===== src/rtl/smi_guard_pkg.sv =====
package smi_guard_pkg;

    localparam int REG_W   = 32;
    localparam int ADDR_W  = 8;
    localparam int NUM_SRC = 3;

    // register window addresses
    localparam logic [ADDR_W-1:0] OFS_ENABLE  = 8'h30;
    localparam logic [ADDR_W-1:0] OFS_STATUS  = 8'h34;
    localparam logic [ADDR_W-1:0] OFS_LOCK    = 8'h40;
    localparam logic [ADDR_W-1:0] OFS_SWPORT  = 8'hB2;
    localparam logic [ADDR_W-1:0] OFS_BIOSCTL = 8'hDC;

    // enable register fields; source i sits at bit i+1
    localparam int BIT_GLOBAL = 0;
    localparam int SRC_SW     = 0;
    localparam int SRC_TICK   = 1;
    localparam int SRC_FLASH  = 2;

    // BIOS control fields
    localparam int BIT_WE  = 0;
    localparam int BIT_BWP = 1;

    typedef struct packed {
        logic [REG_W-1:0] en;
        logic             lock;
        logic             we;
        logic             bwp;
    } cfg_state_t;

endpackage


===== src/rtl/smi_cfg_regs.sv =====
module smi_cfg_regs
    import smi_guard_pkg::*;
(
    input  logic              clk,
    input  logic              rst_n,
    input  logic              wr_en,
    input  logic [ADDR_W-1:0] addr,
    input  logic [REG_W-1:0]  wdata,
    output logic [REG_W-1:0]  en_q,
    output logic              lock_q,
    output logic              we_q,
    output logic              bwp_q,
    output logic              sw_evt,
    output logic              flash_evt,
    output logic [REG_W-1:0]  clr_mask
);

    cfg_state_t st_d, st_q;

    always_comb begin
        st_d      = st_q;
        sw_evt    = 1'b0;
        flash_evt = 1'b0;
        clr_mask  = '0;
        if (wr_en) begin
            case (addr)
                OFS_ENABLE: begin
                    st_d.en = wdata;
                    if (st_q.lock) begin
                        st_d.en[BIT_GLOBAL] = st_q.en[BIT_GLOBAL];
                    end
                end
                OFS_LOCK: begin
                    st_d.lock = st_q.lock | wdata[0];
                end
                OFS_BIOSCTL: begin
                    st_d.we   = wdata[BIT_WE];
                    st_d.bwp  = wdata[BIT_BWP];
                    flash_evt = wdata[BIT_WE] & ~st_q.we;
                end
                OFS_SWPORT: begin
                    sw_evt = 1'b1;
                end
                OFS_STATUS: begin
                    clr_mask = wdata;
                end
                default: ;
            endcase
        end
    end

    always_ff @(posedge clk or negedge rst_n) begin
        if (!rst_n) begin
            st_q <= '0;
        end else begin
            st_q <= st_d;
        end
    end

    assign en_q   = st_q.en;
    assign lock_q = st_q.lock;
    assign we_q   = st_q.we;
    assign bwp_q  = st_q.bwp;

    AST_LOCK_STICKY: assert property (@(posedge clk) disable iff (!rst_n)
        st_q.lock |=> st_q.lock);

    AST_LOCK_FREEZES_GLOBAL: assert property (@(posedge clk) disable iff (!rst_n)
        st_q.lock |=> $stable(st_q.en[BIT_GLOBAL]));

    AST_WE_SET_IS_EVENT: assert property (@(posedge clk) disable iff (!rst_n)
        (!st_q.we && st_d.we) |-> flash_evt);

endmodule


===== src/rtl/smi_tick_gen.sv =====
module smi_tick_gen #(
    parameter int PERIOD = 64
) (
    input  logic clk,
    input  logic rst_n,
    output logic tick
);

    localparam int CW = (PERIOD > 1) ? $clog2(PERIOD) : 1;
    localparam logic [CW-1:0] LAST = CW'(PERIOD - 1);

    typedef struct packed {
        logic [CW-1:0] cnt;
    } tick_state_t;

    tick_state_t st_d, st_q;

    always_comb begin
        st_d = st_q;
        if (st_q.cnt == LAST) begin
            st_d.cnt = '0;
        end else begin
            st_d.cnt = st_q.cnt + 1'b1;
        end
    end

    always_ff @(posedge clk or negedge rst_n) begin
        if (!rst_n) begin
            st_q <= '0;
        end else begin
            st_q <= st_d;
        end
    end

    assign tick = (st_q.cnt == LAST);

    AST_TICK_SPACED: assert property (@(posedge clk) disable iff (!rst_n)
        tick |=> !tick);

endmodule


===== src/rtl/smi_event_core.sv =====
module smi_event_core #(
    parameter int NSRC = 3
) (
    input  logic            clk,
    input  logic            rst_n,
    input  logic            glb_en,
    input  logic [NSRC-1:0] src_en,
    input  logic [NSRC-1:0] evt,
    input  logic [NSRC-1:0] clr,
    output logic [NSRC-1:0] status,
    output logic            smi_n
);

    typedef struct packed {
        logic [NSRC-1:0] sts;
        logic            smi_n;
    } core_state_t;

    core_state_t st_d, st_q;

    logic [NSRC-1:0] sts_nx;
    logic [NSRC-1:0] hit;

    for (genvar g = 0; g < NSRC; g++) begin : g_src
        assign sts_nx[g] = (st_q.sts[g] & ~clr[g]) | evt[g];
        assign hit[g]    = evt[g] & src_en[g];
    end

    always_comb begin
        st_d       = st_q;
        st_d.sts   = sts_nx;
        st_d.smi_n = ~(glb_en & (|hit));
    end

    always_ff @(posedge clk or negedge rst_n) begin
        if (!rst_n) begin
            st_q.sts   <= '0;
            st_q.smi_n <= 1'b1;
        end else begin
            st_q <= st_d;
        end
    end

    assign status = st_q.sts;
    assign smi_n  = st_q.smi_n;

    AST_NO_GLOBAL_NO_SMI: assert property (@(posedge clk) disable iff (!rst_n)
        !glb_en |=> smi_n);

    AST_PULSE_HAS_STATUS: assert property (@(posedge clk) disable iff (!rst_n)
        !smi_n |-> (|status));

    AST_EVENT_LATCHED: assert property (@(posedge clk) disable iff (!rst_n)
        (|evt) |=> (|status));

endmodule


===== src/rtl/smi_guard_top.sv =====
module smi_guard_top
    import smi_guard_pkg::*;
#(
    parameter int TICK_PERIOD = 64
) (
    input  logic              clk,
    input  logic              rst_n,
    input  logic              reg_wr,
    input  logic [ADDR_W-1:0] reg_addr,
    input  logic [REG_W-1:0]  reg_wdata,
    output logic [REG_W-1:0]  reg_rdata,
    input  logic              smm_active,
    output logic              smi_n,
    output logic [REG_W-1:0]  smi_status,
    output logic              flash_wr_permit
);

    logic [REG_W-1:0]   en_q;
    logic               lock_q;
    logic               we_q;
    logic               bwp_q;
    logic               sw_evt;
    logic               flash_evt;
    logic [REG_W-1:0]   clr_mask;
    logic               tick;
    logic [NUM_SRC-1:0] evt_vec;
    logic [NUM_SRC-1:0] sts;

    smi_cfg_regs u_regs (
        .clk       (clk),
        .rst_n     (rst_n),
        .wr_en     (reg_wr),
        .addr      (reg_addr),
        .wdata     (reg_wdata),
        .en_q      (en_q),
        .lock_q    (lock_q),
        .we_q      (we_q),
        .bwp_q     (bwp_q),
        .sw_evt    (sw_evt),
        .flash_evt (flash_evt),
        .clr_mask  (clr_mask)
    );

    smi_tick_gen #(.PERIOD(TICK_PERIOD)) u_tick (
        .clk   (clk),
        .rst_n (rst_n),
        .tick  (tick)
    );

    always_comb begin
        evt_vec            = '0;
        evt_vec[SRC_SW]    = sw_evt;
        evt_vec[SRC_TICK]  = tick;
        evt_vec[SRC_FLASH] = flash_evt;
    end

    smi_event_core #(.NSRC(NUM_SRC)) u_core (
        .clk    (clk),
        .rst_n  (rst_n),
        .glb_en (en_q[BIT_GLOBAL]),
        .src_en (en_q[NUM_SRC:1]),
        .evt    (evt_vec),
        .clr    (clr_mask[NUM_SRC:1]),
        .status (sts),
        .smi_n  (smi_n)
    );

    assign smi_status      = REG_W'({sts, 1'b0});
    assign flash_wr_permit = we_q & (~bwp_q | smm_active);

    always_comb begin
        case (reg_addr)
            OFS_ENABLE:  reg_rdata = en_q;
            OFS_STATUS:  reg_rdata = smi_status;
            OFS_LOCK:    reg_rdata = {{(REG_W-1){1'b0}}, lock_q};
            OFS_BIOSCTL: reg_rdata = {{(REG_W-2){1'b0}}, bwp_q, we_q};
            default:     reg_rdata = '0;
        endcase
    end

    AST_BWP_BLOCKS_PERMIT: assert property (@(posedge clk) disable iff (!rst_n)
        (bwp_q && !smm_active) |-> !flash_wr_permit);

    AST_PERMIT_NEEDS_WE: assert property (@(posedge clk) disable iff (!rst_n)
        flash_wr_permit |-> we_q);

endmodule


===== config.mk =====
export PLATFORM = sky130hd
export DESIGN_NAME = smi_guard_top
export DESIGN_NICKNAME = d
export VERILOG_FILES = /design/src/rtl/smi_guard_pkg.sv /design/src/rtl/smi_cfg_regs.sv /design/src/rtl/smi_tick_gen.sv /design/src/rtl/smi_event_core.sv /design/src/rtl/smi_guard_top.sv
export SDC_FILE = /design/constraint.sdc
export NUM_CORES = 1
export LEC_CHECK = 0
export BUFFER_PORTS_ARGS = -buffer_cell sky130_fd_sc_hd__buf_2
export CORE_ASPECT_RATIO = 1.2
export CORE_MARGIN = 8
export CORE_UTILIZATION = 43
export DETAILED_ROUTE_END_ITERATION = 8
export HOLD_SLACK_MARGIN = 0.15
export PLACE_DENSITY_LB_ADDON = 0.2
export SYNTH_ARGS = -nofsm -noshare
export SYNTH_HDL_FRONTEND = slang
export SYNTH_HIERARCHICAL = 1
export SYNTH_SLANG_ARGS = --single-unit

===== constraint.sdc =====
create_clock -name clk -period 1.3 [get_ports clk]
set_input_delay 0.13 -clock clk [delete_from_list [all_inputs] [get_ports clk]]
set_output_delay 0.13 -clock clk [all_outputs]
set_load 0.005 [all_outputs]

==> metrics.log <==
[metrics] number of violations reported at the end of detailed-routing iteration 0: a little over 90
[metrics] switching part of the total power: 0.221
[metrics] worst clock skew: 0.00361 ns
[metrics] P_leak: between 2 and 2.5 nW
[metrics] crit path launch type: input pin
[metrics] DRC violations left: 0
[metrics] die outline height: about 98 µm
[metrics] synth warn: 6
[metrics] vias post-DR: ~2100
[metrics] wire length of the first global-routing pass: 11800 µm
[metrics] global route total overflow: 0
[metrics] max-capacitance violation count: 0
[metrics] net switching power of the design: roughly 0.00067 W
[metrics] Power Dens Cells: between 700 and 800 nW/µm²
[metrics] layout cell share with drive strength beyond 1: 0.577
[metrics] Req. time, crit path: roughly 1.5 ns
[metrics] GRT met3 Usage: 0.0622
[metrics] H-tree lvl count: 2
[metrics] post-route clock period utilization: 1.08
[metrics] final net count: 401
[metrics] clock period minus worst slack: around 1.4 ns
[metrics] global-route met2 utilization: 0.308
[metrics] Initial Util: 0.436
[metrics] largest net degree at the start of global routing: 25
[metrics] achievable clock frequency: ~700 MHz
[metrics] Peak supply drop: 0.675 mV
[metrics] num ports: 110
[metrics] combined area of all synthesized cells: roughly 2400 µm²
[metrics] violated checks: negative setup slack
[metrics] post-detailed-routing wire length: just under 8000 µm
[metrics] count of placed standard cells including taps: around 370
[metrics] DP HPWL: around 4600 µm
[metrics] critical path type: input pin to flop
[metrics] maximum fanout count along the critical path: 6
[metrics] Layout fillers: 386
[metrics] clock latency on the worst-skew pair: between 0.2 and 0.3 ns
[metrics] number of port buffers: 80
[metrics] area of the multi-input gates: 1380 µm²
[metrics] share of power burned in the clock network: 0.358
[metrics] Routed wire per std cell: roughly 18 µm
[metrics] kind of end point of the critical path: flop
[metrics] Global Route Usage Sum: 0.174
[metrics] Diodes inserted: 0
[metrics] core outline area: around 5600 µm²
[metrics] proportion of power drawn by combinational gates: 0.145
[metrics] clock-pin slew of the registers on the worst-case setup and hold paths: approximately 0.080 ns
[metrics] number of iterations in the first detailed-routing pass: 4
[metrics] area of the die: between 8000 and 9000 µm²
[metrics] clock tree from TritonCTS: yes
[metrics] number of antenna violations at the first check in global routing: 1
[metrics] remaining antenna violation count: 0
[metrics] Mapped Cells: ~200
[metrics] clock buffers created by TritonCTS: 5
[metrics] total power after layout: 0.00301 W
[metrics] final-report hold violation count: 0
[metrics] Num Clock Sinks: 45
[metrics] worst-case setup margin in the final layout: -0.101 ns
[metrics] HP Class: input pin to async pin
[metrics] worst path arrival time: around 1.6 ns
[metrics] met1 track demand over resource in global routing: 0.193
[metrics] drt via density: 5.00
[metrics] via count of the first global-routing pass: about 2300
[metrics] final standard cell count with taps included and fillers excluded: around 420
[metrics] row cnt: 30
[metrics] status: complete, but fails checks
[metrics] syn_area_per_cell: between 10 and 15 µm²
[metrics] unrepaired setup endpoints after global routing: yes
[metrics] Seq pwr share: 0.497
[metrics] GP Congestion: about 0.75
[metrics] Sequential cell area: approximately 1100 µm²
[metrics] horizontal extent of the die: about 85 µm
[metrics] Max clock buf depth: 2
[metrics] cell at the root of the clock tree: sky130_fd_sc_hd__clkbuf_8
[metrics] area growth from synthesis to layout: 68.9%
[metrics] most used routing layer: met2
[metrics] internal power of the cells: between 0.002 and 0.0025 W
[metrics] count of final setup violators: 64
[metrics] Max Slew Vio Count: 0
-- cells in the final DEF, fill, tap and decap left out, types with 3 or more instances in the layout --
master,instances
sky130_fd_sc_hd__mux2_2,3
sky130_fd_sc_hd__nand3_1,3
sky130_fd_sc_hd__dfrtp_1,44
sky130_fd_sc_hd__conb_1,29
sky130_fd_sc_hd__dlygate4sd3_1,33
sky130_fd_sc_hd__buf_6,40
sky130_fd_sc_hd__and3_1,3
sky130_fd_sc_hd__buf_12,3
sky130_fd_sc_hd__nor2_1,5
sky130_fd_sc_hd__and2_1,3
sky130_fd_sc_hd__inv_1,5
sky130_fd_sc_hd__buf_4,22
sky130_fd_sc_hd__clkbuf_8,6
sky130_fd_sc_hd__nand3_2,3
sky130_fd_sc_hd__mux2_4,31
sky130_fd_sc_hd__nand2_1,4
sky130_fd_sc_hd__and3_4,26
sky130_fd_sc_hd__buf_2,51
-- power by group through the flow --
stage               Clock (W)  Sequential (W)  Combinational (W)
floorplan                   0         0.00150           0.000166
global placement            0         0.00151           0.000272
detailed placement          0         0.00151           0.000276
CTS                   0.00111         0.00149           0.000402
global route          0.00115         0.00150           0.000474
finish                0.00108         0.00149           0.000436
-- per-stage QoR --
step / setup slack [ns] / cell area [µm²] / TNS [ns] / hold slack, ns / utilization
finish: -0.101 / 4090 / -3.77 / 0.252 / 0.736
global route: -0.129 / 4090 / -5.24 / 0.271 / 0.736
CTS: -0.0846 / 3770 / -1.83 / 0.253 / 0.680
detailed placement: -0.421 / 2970 / -20.31 / 0.0319 / 0.534
global placement: -0.401 / 2970 / -20.48 / 0.0354 / 0.534
floorplan: -0.223 / 2540 / -6.83 / -0.166 / -
-- final timing paths --
| path | end | from | slack, ns | depth (start not counted) |
|---|---|---|---|---|
| setup / recovery | u_regs/en_q[31] | reg_addr[0] | -0.10 | 6 |
| hold / removal | u_regs/en_q[12] | rst_n | 0.25 | 2 |
| setup reg to reg | u_core/smi_n | u_tick/st_q[1] | 0.06 | 5 |
| hold reg to reg | u_core/status[2] | u_core/status[2] | 0.50 | 1 |
| max in group asynchronous | u_core/smi_n | rst_n | 0.51 | 3 |
| min in group clk | u_regs/lock_q | reg_addr[7] | 0.31 | 3 |
-- state kept, by name (all words and copies together) (netlist names) --
| signal | count |
|---|---|
| u_regs/en_q | 32 |
| u_tick/st_q | 6 |
| u_core/status | 3 |
| u_core/smi_n | 1 |
| u_regs/bwp_q | 1 |
| u_regs/lock_q | 1 |
| u_regs/we_q | 1 |
-- worst max-delay path, stage by stage --
cell	delay, ns
sky130_fd_sc_hd__buf_8	0.10
sky130_fd_sc_hd__or4b_4	0.55
sky130_fd_sc_hd__nor3_4	0.17
sky130_fd_sc_hd__buf_6	0.17
sky130_fd_sc_hd__clkbuf_16	0.16
sky130_fd_sc_hd__mux2_4	0.30
-- what timing repair did --
| action | 4_1_cts | 5_1_grt |
|---|---|---|
| buffers inserted | 6 | 2 |
| setup endpoints to repair | 67 | 66 |
| gates cloned | 4 | 2 |
| endpoints found under the hold margin | 79 | 0 |
| pin swaps | 19 | 12 |
| gates resized for setup | 68 | 49 |
| hold buffers | 33 | 0 |
-- routing by layer --
layer | routed length, µm | up-vias | part of all wire
met5 | 12 | - | 0.0016
met4 | 71 | 2 | 0.0092
met3 | 661 | 10 | 0.085
met2 | 4080 | 74 | 0.53
met1 | 2920 | 1044 | 0.38
li1 | - | 973 | -
-- layout make-up --
class	instances	share of cell area
clock buffers	7	0.0211
clock inverters	1	0.00734
inverters	5	0.00459
multi-input cells	145	0.337
flip-flops and latches	45	0.276
well taps	64	0.0196
repair buffers	154	0.335
No activity file was read; power rests on OpenSTA's default activity.
